### config.mk
export PLATFORM = sky130hd
export DESIGN_NAME = dbg_gatekeeper
export DESIGN_NICKNAME = d
export VERILOG_FILES = /design/src/rtl/dbg_gk_pkg.sv /design/src/rtl/dbg_clk_div.sv /design/src/rtl/dbg_cmd_filter.sv /design/src/rtl/dbg_engine.sv /design/src/rtl/dbg_gatekeeper.sv
export SDC_FILE = /design/constraint.sdc
export NUM_CORES = 1
export LEC_CHECK = 0
export ABC_AREA = 1
export BUFFER_PORTS_ARGS = -buffer_cell sky130_fd_sc_hd__buf_2
export CAP_MARGIN = 20
export CORE_UTILIZATION = 45
export DETAILED_ROUTE_END_ITERATION = 7
export PLACE_DENSITY = 0.87
export SKIP_LAST_GASP = 1
export SYNTH_ARGS = -nofsm -noshare
export SYNTH_HDL_FRONTEND = slang
export SYNTH_SLANG_ARGS = --single-unit
### constraint.sdc
create_clock -name clk -period 2.21 [get_ports clk]
set_input_delay 0.3315 -clock clk [delete_from_list [all_inputs] [get_ports clk]]
set_output_delay 0.3315 -clock clk [all_outputs]
set_load 0.005 [all_outputs]
### src/rtl/dbg_gk_pkg.sv
package dbg_gk_pkg;

  // CPU power-state encoding on cpu_pstate_i
  localparam logic [1:0] PS_RUN  = 2'd0;
  localparam logic [1:0] PS_WAIT = 2'd1;
  localparam logic [1:0] PS_STOP = 2'd2;

  // hardware command action codes (opcode bits 2:0)
  localparam logic [2:0] HC_BKGD   = 3'd0;
  localparam logic [2:0] HC_ACK_ON = 3'd1;
  localparam logic [2:0] HC_ACK_OFF= 3'd2;
  localparam logic [2:0] HC_READ   = 3'd3;
  localparam logic [2:0] HC_WRITE  = 3'd4;

  // decoded verdict; also the content of the instruction register
  typedef enum logic [3:0] {
    K_NONE,    // dropped / nothing in progress
    K_BKGD,
    K_ACK_ON,
    K_ACK_OFF,
    K_READ,
    K_WRITE,
    K_NOP,
    K_GO,
    K_FW
  } cmd_kind_e;

endpackage

### src/rtl/dbg_clk_div.sv
module dbg_clk_div #(
  parameter int DIV = 8
) (
  input  logic clk,
  input  logic rst_n,
  input  logic hold,   // freeze and clear (stop or soft reset)
  output logic tick
);
  generate
    if (DIV <= 1) begin : g_pass
      assign tick = !hold;
    end else begin : g_count
      localparam int CW = $clog2(DIV);
      localparam logic [CW-1:0] LAST = CW'(DIV - 1);
      logic [CW-1:0] cnt_q;

      always_ff @(posedge clk) begin
        if (!rst_n || hold)     cnt_q <= '0;
        else if (cnt_q == LAST) cnt_q <= '0;
        else                    cnt_q <= cnt_q + 1'b1;
      end

      assign tick = (cnt_q == LAST) && !hold;
    end
  endgenerate
endmodule

### src/rtl/dbg_cmd_filter.sv
module dbg_cmd_filter
  import dbg_gk_pkg::*;
#(
  parameter int              OP_W  = 8,
  parameter logic [OP_W-1:0] GO_OP = OP_W'(8'h08)
) (
  input  logic [OP_W-1:0] op_i,
  input  logic [1:0]      pstate_i,
  input  logic            active_i,
  output cmd_kind_e       kind_o
);
  logic      is_hw;
  logic      in_wait;
  logic      in_stop;
  cmd_kind_e hw_kind;

  assign is_hw   = op_i[OP_W-1];
  assign in_wait = (pstate_i == PS_WAIT);
  assign in_stop = (pstate_i == PS_STOP);

  always_comb begin
    unique case (op_i[2:0])
      HC_BKGD:    hw_kind = K_BKGD;
      HC_ACK_ON:  hw_kind = K_ACK_ON;
      HC_ACK_OFF: hw_kind = K_ACK_OFF;
      HC_READ:    hw_kind = K_READ;
      HC_WRITE:   hw_kind = K_WRITE;
      default:    hw_kind = K_NOP;
    endcase
  end

  always_comb begin
    kind_o = K_NONE;
    if (in_stop) begin
      kind_o = K_NONE;
    end else if (in_wait) begin
      // only memory access survives wait
      if (is_hw && (hw_kind == K_READ || hw_kind == K_WRITE)) kind_o = hw_kind;
    end else if (is_hw) begin
      kind_o = hw_kind;
    end else if (active_i) begin
      kind_o = (op_i == GO_OP) ? K_GO : K_FW;
    end
  end
endmodule

### src/rtl/dbg_engine.sv
module dbg_engine
  import dbg_gk_pkg::*;
#(
  parameter int ADDR_W = 16,
  parameter int DATA_W = 16
) (
  input  logic              clk,
  input  logic              rst_n,
  input  logic              soft_rst,
  input  logic              stop,
  input  logic              tick,
  input  logic              cmd_valid_i,
  input  cmd_kind_e         kind_i,
  input  logic [ADDR_W-1:0] cmd_addr_i,
  input  logic [DATA_W-1:0] cmd_data_i,
  output logic              cmd_ready_o,
  output logic              bus_req_valid_o,
  input  logic              bus_req_ready_i,
  output logic              bus_req_we_o,
  output logic [ADDR_W-1:0] bus_req_addr_o,
  output logic [DATA_W-1:0] bus_req_wdata_o,
  input  logic [DATA_W-1:0] bus_rdata_i,
  output logic              rd_valid_o,
  output logic [DATA_W-1:0] rd_data_o,
  output logic              active_o,
  output logic              ack_en_o,
  output logic              ack_pulse_o
);
  cmd_kind_e         ir_q;      // instruction register: command in progress
  logic [ADDR_W-1:0] addr_q;
  logic [DATA_W-1:0] word_q;    // data word register, both directions
  logic              active_q, ack_en_q, pulse_q, rd_valid_q;
  logic              busy, hs, bus_done;

  assign busy     = (ir_q == K_READ) || (ir_q == K_WRITE);
  assign cmd_ready_o = tick && !busy && !stop;
  assign hs       = cmd_valid_i && cmd_ready_o;
  assign bus_done = busy && !stop && bus_req_ready_i;

  always_ff @(posedge clk) begin
    if (!rst_n) begin
      ir_q       <= K_NONE;
      addr_q     <= '0;
      word_q     <= '0;
      active_q   <= 1'b0;
      ack_en_q   <= 1'b0;
      pulse_q    <= 1'b0;
      rd_valid_q <= 1'b0;
    end else if (soft_rst) begin
      ir_q       <= K_NONE;
      ack_en_q   <= 1'b0;
      pulse_q    <= 1'b0;
      rd_valid_q <= 1'b0;
    end else begin
      pulse_q <= 1'b0;
      if (hs) begin
        rd_valid_q <= 1'b0;
        unique case (kind_i)
          K_BKGD: begin
            active_q <= 1'b1;
            pulse_q  <= ack_en_q;
          end
          K_ACK_ON: begin
            ack_en_q <= 1'b1;
            pulse_q  <= 1'b1;
          end
          K_ACK_OFF: ack_en_q <= 1'b0;
          K_GO: begin
            active_q <= 1'b0;
            pulse_q  <= ack_en_q;
          end
          K_FW, K_NOP: pulse_q <= ack_en_q;
          K_READ, K_WRITE: begin
            ir_q   <= kind_i;
            addr_q <= cmd_addr_i;
            word_q <= cmd_data_i;
          end
          default: ;
        endcase
      end else if (bus_done) begin
        ir_q    <= K_NONE;
        pulse_q <= ack_en_q;
        if (ir_q == K_READ) begin
          word_q     <= bus_rdata_i;
          rd_valid_q <= 1'b1;
        end
      end
    end
  end

  assign bus_req_valid_o = busy && !stop;
  assign bus_req_we_o    = (ir_q == K_WRITE);
  assign bus_req_addr_o  = addr_q;
  assign bus_req_wdata_o = word_q;
  assign rd_valid_o      = rd_valid_q;
  assign rd_data_o       = word_q;
  assign active_o        = active_q;
  assign ack_en_o        = ack_en_q;
  assign ack_pulse_o     = pulse_q;
endmodule

### src/rtl/dbg_gatekeeper.sv
module dbg_gatekeeper
  import dbg_gk_pkg::*;
#(
  parameter int ADDR_W = 16,
  parameter int DATA_W = 16,
  parameter int OP_W   = 8,
  parameter int DIV    = 8
) (
  input  logic              clk,
  input  logic              rst_n,
  input  logic              mode_pin_i,
  output logic              special_mode_o,
  input  logic [1:0]        cpu_pstate_i,
  input  logic              cpu_lp_req_i,
  output logic              cpu_lp_grant_o,
  input  logic              cmd_valid_i,
  output logic              cmd_ready_o,
  input  logic [OP_W-1:0]   cmd_op_i,
  input  logic [ADDR_W-1:0] cmd_addr_i,
  input  logic [DATA_W-1:0] cmd_data_i,
  output logic              bus_req_valid_o,
  input  logic              bus_req_ready_i,
  output logic              bus_req_we_o,
  output logic [ADDR_W-1:0] bus_req_addr_o,
  output logic [DATA_W-1:0] bus_req_wdata_o,
  input  logic [DATA_W-1:0] bus_rdata_i,
  output logic              rd_valid_o,
  output logic [DATA_W-1:0] rd_data_o,
  output logic              dbg_active_o,
  output logic              ack_en_o,
  output logic              ack_pulse_o,
  output logic              clk_en_o
);
  logic      stop_now, stop_q, soft_rst, mode_q;
  cmd_kind_e kind;

  assign stop_now = (cpu_pstate_i == PS_STOP);
  // one-cycle soft reset on the first cycle out of stop
  assign soft_rst = stop_q && !stop_now;

  always_ff @(posedge clk) begin
    if (!rst_n) stop_q <= 1'b0;
    else        stop_q <= stop_now;
  end

  // mode select sampled only while reset is held
  always_ff @(posedge clk) begin
    if (!rst_n) mode_q <= mode_pin_i;
  end
  assign special_mode_o = mode_q;

  dbg_clk_div #(.DIV(DIV)) u_div (
    .clk   (clk),
    .rst_n (rst_n),
    .hold  (stop_now || soft_rst),
    .tick  (clk_en_o)
  );

  dbg_cmd_filter #(.OP_W(OP_W)) u_filter (
    .op_i     (cmd_op_i),
    .pstate_i (cpu_pstate_i),
    .active_i (dbg_active_o),
    .kind_o   (kind)
  );

  dbg_engine #(.ADDR_W(ADDR_W), .DATA_W(DATA_W)) u_eng (
    .clk             (clk),
    .rst_n           (rst_n),
    .soft_rst        (soft_rst),
    .stop            (stop_now),
    .tick            (clk_en_o),
    .cmd_valid_i     (cmd_valid_i),
    .kind_i          (kind),
    .cmd_addr_i      (cmd_addr_i),
    .cmd_data_i      (cmd_data_i),
    .cmd_ready_o     (cmd_ready_o),
    .bus_req_valid_o (bus_req_valid_o),
    .bus_req_ready_i (bus_req_ready_i),
    .bus_req_we_o    (bus_req_we_o),
    .bus_req_addr_o  (bus_req_addr_o),
    .bus_req_wdata_o (bus_req_wdata_o),
    .bus_rdata_i     (bus_rdata_i),
    .rd_valid_o      (rd_valid_o),
    .rd_data_o       (rd_data_o),
    .active_o        (dbg_active_o),
    .ack_en_o        (ack_en_o),
    .ack_pulse_o     (ack_pulse_o)
  );

  // low-power entry refused while debug-active
  assign cpu_lp_grant_o = cpu_lp_req_i && !dbg_active_o;
endmodule

==> results by group, run 1 <==
Critical path
  • Worst path arrival time: 2180 ps
  • Worst Setup SP: u_div.g_count.cnt_q[0]
  • Max FO, Critical Path: 21
  • CP Class: reg2reg
  • CP max stage cell: dfxtp_1
  • CP Launch Type: flop
  • Register-to-Register Path Depth: 11
  • Most frequent CP cell: ha_1
  • Worst R2R End: u_eng.ir_q[0]
  • Critical Path RT: 2430 ps
  • Max stage delay on crit path: 340 ps
  • CP endpoint kind: flop
  • Reg2reg setup slack: 260 ps
  • Reg2reg start: u_div.g_count.cnt_q[0]
  • CP cell instances: ha_1, ha_1, inv_1, nor3_4, nand2_4, clkinv_4, nand3_4, buf_4, inv_6, nand2_1, a21oi_1

Yosys
  • Ys flop type: dfxtp_1
  • Synth Instances: 327
  • Share of synthesized registers carrying an async set or reset: 0
  • Register area share after synthesis: 0.398
  • Number of flops mapped to enable cells by yosys: 1
  • FF+latch count, synth: between 40 and 50
  • Synth cell types: 33
  • Mapped Nets: 393
  • Syn avg cell area: 6.99 µm²
  • Mapped cell area: 0.00229 mm²
  • Yosys warns: 0

Clock tree
  • Setup bufs post-CTS: 0
  • CTS tree: done
  • Deepest clock path buffer count: 2
  • CTS Root Buffer Type: clkbuf_8
  • Inserted Clock Buffers: 5
  • H-tree levels: 2
  • Worst-path clk slew: ~80 ps
  • Sink Count: 45
  • Worst skew pair latency: a little under 300 ps
  • Post-cts gate resize count: 0
  • # hold bufs at CTS: 0

Drt
  • Total Routed Length: between 5000 and 6000 µm
  • DRT Pass-1 Iters: 4
  • DRC Markers: 0
  • Routed Antenna Nets: 0
  • Vias: 2314
  • DR WL/cell: 10.7 µm
  • Initial DRC count: 85
  • Vias per inst: ~4.6

Hold path
  • HP Class: in2reg
  • Worst Hold Endpoint: special_mode_o
  • Worst Hold Depth: 1
  • Worst hold start: mode_pin_i

STA
  • Final worst-path cycle share: 0.884
  • Final hold vios: 0
  • Slew HR: 0.784
  • RSZ-0062 raised after global routing: false
  • FMAX: 512 MHz
  • Min Clock Period, post-route: about 2000 ps
  • Setup violators final: 0
  • Max-slew violation count: 0
  • Worst clock skew: 4.42 ps
  • Setup_tns: 0 ps
  • Worst-margin pin slew: 324 ps

Floorplan
  • Boundary pin count: about 120
  • Core Box Area: 0.00482 mm²
  • Die area: 0.00537 mm²
  • Die height: 73.3 µm
  • Initial Utilization: 0.475
  • Die W: between 70 and 80 µm
  • Row count: 25

Global routing
  • Total GRT Usage: 0.205
  • First-pass GRT wire length: 8560 µm
  • Largest net degree at the start of global routing: 22
  • Initial antenna violation count: 0
  • Gr ovfl total: 0
  • Vias in the first global route: 2151

Status
  • Status: complete, no violations

Placement
  • Final GP Congestion: 0.797
  • Count of input and output buffers: 121
  • Post-DP Area: between 0.002 and 0.003 mm²
  • DP Wirelength: 4320 µm

Final layout
  • Synthesis-to-finish area growth: 26.5%
  • Most frequent cells in the layout: buf_2, nand2_1, nor2_1, dfxtp_1, inv_1
  • Share of layout cells above drive strength 1: 0.356
  • Reg area: 911 µm²
  • Multi-input logic area: 0.00104 mm²
  • Total Nets Final: 497
  • Post-Layout Inst Area: 0.00289 mm²
  • Most common cell after layout, fill and taps aside: buf_2
  • Ant diodes: 0
  • Fillers: 478

Pwr
  • PwrDens: 522 mW/mm²
  • Maximum VDD drop: between 0.0003 and 0.0004 V
  • P_leak: 0.00157 µW

Run
  • Max cap viols: 0
## state kept, by name, summed over array words and instances, names as in the netlist
signal and cells:
u_eng.bus_req_wdata_o 16, u_eng.ack_pulse_o 1, u_eng.ir_q 4, stop_q 1
special_mode_o 1, u_eng.ack_en_o 1, u_eng.rd_valid_o 1, u_div.g_count.cnt_q 3
u_eng.active_o 1, u_eng.bus_req_addr_o 16
## worst max-delay path, delay by kind of cell, from the launching register on
kind / cells / cell delay, ps
buffers and inverters: 4 / 580
and+or+nand+nor: 4 / 550
AOI/OAI and AO/OA: 1 / 130
DFF: 1 / 340
adders and majority gates: 2 / 290
## cells by family after synthesis
family	after synthesis	synth area share
fa+ha+maj	2	0.0109
buf+inv	56	0.146
simple gates	179	0.340
compound gates	45	0.105
flops	45	0.398
## area by class of cell
type | instances | area share
Clock buffer | 7 | 0.0333
Clock inverter | 1 | 0.00173
Inverter | 29 | 0.0433
Multi-Input combinational cell | 226 | 0.361
Sequential cell | 45 | 0.315
Tap cell | 67 | 0.0290
Timing Repair Buffer | 124 | 0.217
## cell usage after synthesis, types with 3 or more instances
cell | count | area [µm²]
a21oi_1 | 6 | 30.0
a21oi_2 | 3 | 26.3
buf_4 | 17 | 128
buf_6 | 4 | 45.0
clkbuf_1 | 4 | 15.0
dfxtp_1 | 44 | 881
inv_1 | 22 | 82.6
inv_2 | 3 | 11.3
nand2_1 | 80 | 300
nand2_2 | 3 | 18.8
nand3_1 | 6 | 30.0
nor2_1 | 76 | 285
o21ai_0 | 16 | 80.1
o21ai_1 | 18 | 90.1
## through the flow
step / util / power (µW) / instances / worst slack (ps) / hold WS [ps]
finish: 0.601 / 1510 / 499 / 257 / 225
global route: 0.601 / 1590 / 499 / 43.5 / 203
CTS: 0.601 / 1530 / 499 / 245 / 213
detailed placement: 0.579 / 997 / 491 / 265 / 420
global placement: 0.579 / 993 / 491 / 345 / 406
floorplan: - / 919 / 327 / 510 / 399
## worst max-delay path by stage
stage	end	cells past startpoint
global placement	u_eng.ir_q[0]	11
finish	u_eng.ir_q[0]	11
CTS	u_eng.ir_q[0]	11
floorplan	u_eng.bus_req_addr_o[0]	11
global route	u_eng.bus_req_wdata_o[1]	12
detailed placement	u_eng.ir_q[0]	11
## per-layer routing
metal  track usage  routed length [µm]
met1         0.197                2100
met3        0.0425                 231
met5             0                   0
met2         0.418                2920
met4        0.0812                  95
## power by group
group	switching (µW)	internal [µW]	leakage [µW]
sequential	1.95	818	0.000365
combinational	84.8	72.6	0.00115
clock	251	282	0.0000542
total	338	1170	0.00157
No activity file was read; power rests on OpenSTA's default activity.
==> run 2, diff against run 1 <==
==> constraint.sdc (replaced) <==
create_clock -name clk -period 2.21 [get_ports clk]
set_input_delay 0.1105 -clock clk [delete_from_list [all_inputs] [get_ports clk]]
set_output_delay 0.1105 -clock clk [all_outputs]
set_load 0.005 [all_outputs]
==> run 2 against run 1 <==
Against the previous run: via count is 0.39% higher; routed wire length is 1.4% higher; clock power is 14% lower; highest routed layer unchanged; total power is 4.6% lower; die area stayed put; first-iteration DRC count is 13% lower; clock skew is 2.2 ps lower; cell count is 0.40% higher; maximum frequency is 3.8% higher; cell area is 0.26% higher; core utilization is 0.16 points higher.
==> results by group, run 2 (synthesis results as in run 1) <==
Floorplan
  • Die W: 73.3 µm
  • Die area: 0.00537 mm²
  • Boundary pin count: approximately 120
  • Row count: 25
  • Core Box Area: 0.00482 mm²
  • Initial Utilization: 0.475
  • Die height: 73.3 µm

Critical path
  • CP endpoint kind: flop
  • CP cell instances: ha_1, ha_1, inv_1, nor3_4, nand2_4, clkinv_4, buf_4, nand4_2, or2_4, a21oi_2
  • Worst path arrival time: 2110 ps
  • Max stage delay on crit path: 330 ps
  • Critical Path RT: 2440 ps
  • Max FO, Critical Path: 20
  • Most frequent CP cell: ha_1
  • WP buf/inv: 3
  • CP Class: reg2reg
  • CP max stage cell: dfxtp_1
  • CP Launch Type: flop
  • Delay-heaviest family, CP: simple AND/OR/NAND/NOR gates

STA
  • Setup violators final: 0
  • Final worst-path cycle share: 0.852
  • Final hold vios: 0
  • Min Hold Slack: 59.3 ps
  • Setup_tns: 0 ps
  • Worst clock skew: between 2 and 2.5 ps
  • Slew HR: 0.791
  • Worst-margin pin slew: 314 ps
  • FMAX: 531 MHz
  • Max-slew violation count: 0
  • RSZ-0062 raised after global routing: false
  • Min Clock Period, post-route: approximately 1900 ps
  • Setup ws final: 328 ps

Pwr
  • P_leak: between 0.0015 and 0.002 µW
  • Combinational share of power: 0.112
  • Net switching share of the total power: 0.237
  • PwrDens: 497 mW/mm²
  • Net switching power: roughly 340 µW
  • Pint: 1100 µW
  • Maximum VDD drop: 0.000307 V
  • Clock Power Share: 0.320
  • Sequential share of power: 0.569

Clock tree
  • CTS Root Buffer Type: clkbuf_8
  • CTS tree: done
  • H-tree levels: 2
  • Worst-path clk slew: about 80 ps
  • Sink Count: 45
  • Inserted Clock Buffers: 5
  • Worst skew pair latency: 290 ps
  • Deepest clock path buffer count: 2

Final layout
  • Post-Layout Cell Count: 501
  • Synthesis-to-finish area growth: 26.8%
  • Fillers: 494
  • Reg area: 911 µm²
  • Share of layout cells above drive strength 1: 0.357
  • Most frequent cells in the layout: buf_2, nand2_1, nor2_1, dfxtp_1, inv_1
  • Ant diodes: 0
  • Total Nets Final: 501
  • Most common cell after layout, fill and taps aside: buf_2
  • Multi-input logic area: 0.00105 mm²

Global routing
  • Global Route met2 Usage: 0.384
  • First-pass GRT wire length: ~8500 µm
  • Total GRT Usage: 0.204
  • GR Util met3: 0.0439
  • Met1 usage: 0.224
  • GRT busiest layer: met2
  • Vias in the first global route: 2093
  • Initial antenna violation count: 0
  • Gr ovfl total: 0
  • Largest net degree at the start of global routing: 22

Status
  • Status: complete, no violations

Drt
  • Total Routed Length: 5430 µm
  • DRT Pass-1 Iters: 4
  • Initial DRC count: 74
  • Vias per inst: 4.64
  • DRC Markers: 0
  • Vias: 2323
  • DR WL/cell: roughly 11 µm
  • Routed Antenna Nets: 0

Placement
  • DP Worst Slack: between 150 and 200 ps
  • DP Wirelength: 4220 µm
  • Count of input and output buffers: 121
  • Final GP Congestion: 0.755
  • Placed Instances: just under 500

Run
  • Max cap viols: 0

Hold path
  • HP Class: in2reg
run 2: power by group through the flow:
stage	Combinational (µW)	Clock [µW]	Sequential, µW
floorplan	79.4	0	839
global placement	155	0	839
detailed placement	158	0	839
CTS	160	476	820
global route	184	509	820
finish	161	461	820
run 2: routing by layer:
layer | up-vias | part of all wire
met4 | 0 | 0.0090
met2 | 73 | 0.52
met5 | - | 0
met3 | 4 | 0.046
li1 | 1215 | -
met1 | 1031 | 0.42
run 2: path summary, 6_finish.rpt:
kind	to	slack, ps	cells past startpoint	from
hold reg to reg	u_div.g_count.cnt_q[0]	420	1	u_div.g_count.cnt_q[0]
hold / removal	u_eng.bus_req_addr_o[9]	60	3	cmd_addr_i[9]
setup / recovery	u_eng.ack_pulse_o	330	10	u_div.g_count.cnt_q[0]
setup reg to reg	u_eng.ack_pulse_o	330	10	u_div.g_count.cnt_q[0]
run 2: worst register-to-register path, delay by kind of cell (launching register included):
kind,cells,cell delay (ps)
fa+ha+maj,2,270
simple gates,4,710
buf+inv,3,390
compound gates,1,120
flops,1,330
run 2: through the flow:
step	utilization	cell area (µm²)	total power (µW)
after floorplan	-	2290	919
after global routing	0.602	2900	1510
after detailed placement	0.578	2780	997
after CTS	0.595	2870	1460
after global placement	0.578	2780	994
final	0.602	2900	1440
run 2: final cells by class:
type | count | area share
inverters | 29 | 0.0431
flip-flops and latches | 45 | 0.314
repair buffers | 127 | 0.225
clock inverters | 1 | 0.00173
multi-input cells | 227 | 0.363
well taps | 67 | 0.0289
clock buffers | 5 | 0.0237
run 2: what timing repair did:
action | in CTS | in global routing
buffers inserted | 0 | 3
hold buffers | 1 | 0
setup endpoints to repair | 0 | 16
hold endpoints to repair | 1 | 0
resized for setup | 0 | 3
==> run 3, diff against run 2 <==
--- a/config.mk
+++ b/config.mk
@@ -8,7 +8,9 @@
 export ABC_AREA = 1
 export BUFFER_PORTS_ARGS = -buffer_cell sky130_fd_sc_hd__buf_2
 export CAP_MARGIN = 20
-export CORE_UTILIZATION = 45
+export CELL_PAD_IN_SITES_DETAIL_PLACEMENT = 0
+export CELL_PAD_IN_SITES_GLOBAL_PLACEMENT = 1
+export CORE_UTILIZATION = 30
 export DETAILED_ROUTE_END_ITERATION = 7
 export PLACE_DENSITY = 0.87
 export SKIP_LAST_GASP = 1
==> run 3 against run 2 <==
Against the previous run: cell count increased by 6.4%; clock skew increased by 5.5 ps; via count decreased by 1.9%.
==> results by group, run 3 (synthesis results as in run 1) <==
Clock tree
  • CTS tree: done
  • Sink Count: 45
  • # hold bufs at CTS: 0
  • CTS Root Buffer Type: clkbuf_8
  • Worst-path clk slew: 80 ps
  • Inserted Clock Buffers: 5
  • Worst skew pair latency: between 200 and 300 ps
  • H-tree levels: 2
  • Deepest clock path buffer count: 2

Drt
  • Initial DRC count: 74
  • DRC Markers: 0
  • Vias: 2279
  • DR WL/cell: 10.7 µm
  • Routed Antenna Nets: 0
  • DRT Pass-1 Iters: 5
  • Vias per inst: 4.28
  • Total Routed Length: between 5000 and 6000 µm

Floorplan
  • Die height: about 89 µm
  • Die W: between 80 and 90 µm
  • Boundary pin count: 122
  • Core Box Area: 0.00729 mm²
  • Initial Utilization: 0.314
  • Die area: 0.00798 mm²
  • Row count: 31

STA
  • Worst-margin pin slew: 302 ps
  • Worst clock skew: 7.74 ps
  • Max-slew violation count: 0
  • Setup violators final: 0
  • RSZ-0062 raised after global routing: false
  • Final hold vios: 0
  • Setup_tns: 0 ps
  • Min Clock Period, post-route: about 2000 ps
  • Final worst-path cycle share: 0.900
  • Setup ws final: 222 ps
  • Slew HR: 0.799
  • FMAX: 503 MHz

Critical path
  • CP endpoint kind: flop
  • CP Launch Type: flop
  • Critical Path RT: 2440 ps
  • Worst path arrival time: 2220 ps
  • Max FO, Critical Path: 17
  • Register-to-Register Path Depth: 11
  • Reg2reg start: u_div.g_count.cnt_q[0]
  • CP Class: reg2reg
  • Worst R2R End: u_eng.bus_req_wdata_o[3]
  • Reg2reg setup slack: 220 ps
  • Worst Setup SP: u_div.g_count.cnt_q[0]

Final layout
  • Synthesis-to-finish area growth: 28.5%
  • Most frequent cells in the layout: buf_2, nand2_1, nor2_1, dfxtp_1, inv_1
  • Fillers: 823
  • Ant diodes: 0
  • Total Nets Final: 499
  • Share of layout cells above drive strength 1: 0.359
  • Most common cell after layout, fill and taps aside: buf_2

Placement
  • DP Worst Slack: 149 ps
  • DP Wirelength: roughly 4400 µm
  • Count of input and output buffers: 121
  • Final GP Congestion: 0.804

Global routing
  • Total GRT Usage: 0.142
  • Gr ovfl total: 0
  • First-pass GRT wire length: 8680 µm
  • Vias in the first global route: ~2000
  • Largest net degree at the start of global routing: 35
  • Initial antenna violation count: 0

Pwr
  • P_leak: approximately 0.0016 µW
  • Maximum VDD drop: 0.000258 V
  • PwrDens: 504 mW/mm²

Hold path
  • Worst Hold Depth: 1
  • HP Class: in2reg
  • Worst hold start: mode_pin_i
  • Worst Hold Endpoint: special_mode_o

Status
  • Status: complete, no violations

Run
  • Max cap viols: 0
run 3: final cells by class:
type / count / area [µm²] / area share
Clock inverter: 3 / 21.3 / 0.00724
Tap cell: 99 / 124 / 0.0421
Timing Repair Buffer: 126 / 643 / 0.219
Sequential cell: 45 / 911 / 0.310
Clock buffer: 5 / 68.8 / 0.0234
Multi-Input combinational cell: 226 / 1040 / 0.355
Inverter: 29 / 128 / 0.0434
run 3: how the worst max path moves through the flow:
stage,slack (ps),cells after the start,endpoint
CTS,140,12,u_eng.bus_req_wdata_o[5]
floorplan,510,11,u_eng.bus_req_addr_o[0]
detailed placement,150,12,u_eng.bus_req_wdata_o[5]
finish,220,11,u_eng.bus_req_wdata_o[3]
global placement,190,12,u_eng.bus_req_wdata_o[10]
global route,1,11,u_eng.ir_q[0]
run 3: metrics by stage:
step | cells | util | hold slack, ps | total power, µW | area [µm²]
after floorplan | 327 | - | 209 | 919 | 2290
after global placement | 522 | 0.387 | 290 | 998 | 2820
after global routing | 533 | 0.403 | 0.513 | 1560 | 2940
after CTS | 530 | 0.400 | 8.67 | 1510 | 2910
after detailed placement | 522 | 0.387 | 306 | 998 | 2820
final | 533 | 0.403 | 16.5 | 1480 | 2940
run 3: worst max-delay path, stage by stage (launching register included):
cell	delay [ps]
dfxtp_1	350
ha_1	150
ha_1	130
inv_1	80
nor3_4	240
nand2_4	160
buf_4	180
a21oi_2	170
nand2_4	160
inv_6	160
nor2_1	50
nor2_1	90
run 3: report_power, final:
group          total (µW)  leakage (µW)  switching, µW  internal (µW)
Sequential            821      0.000365           2.30            818
Clock                 502     0.0000445            278            224
Combinational         158       0.00116           85.7           72.6
Total                1480       0.00157            366           1120
run 3: repair_timing:
action | 4_1_cts | 5_1_grt
endpoints found under the setup margin | 0 | 31
buffers inserted | 0 | 3
resized for setup | 0 | 1
run 3: layer usage:
| metal | up-vias | part of all wire | GRT usage |
|---|---|---|---|
| met5 | - | 0 | 0 |
| met4 | 0 | 0.016 | 0.0519 |
| met3 | 7 | 0.062 | 0.0351 |
| met2 | 79 | 0.48 | 0.250 |
| met1 | 975 | 0.44 | 0.167 |
| li1 | 1218 | - | - |
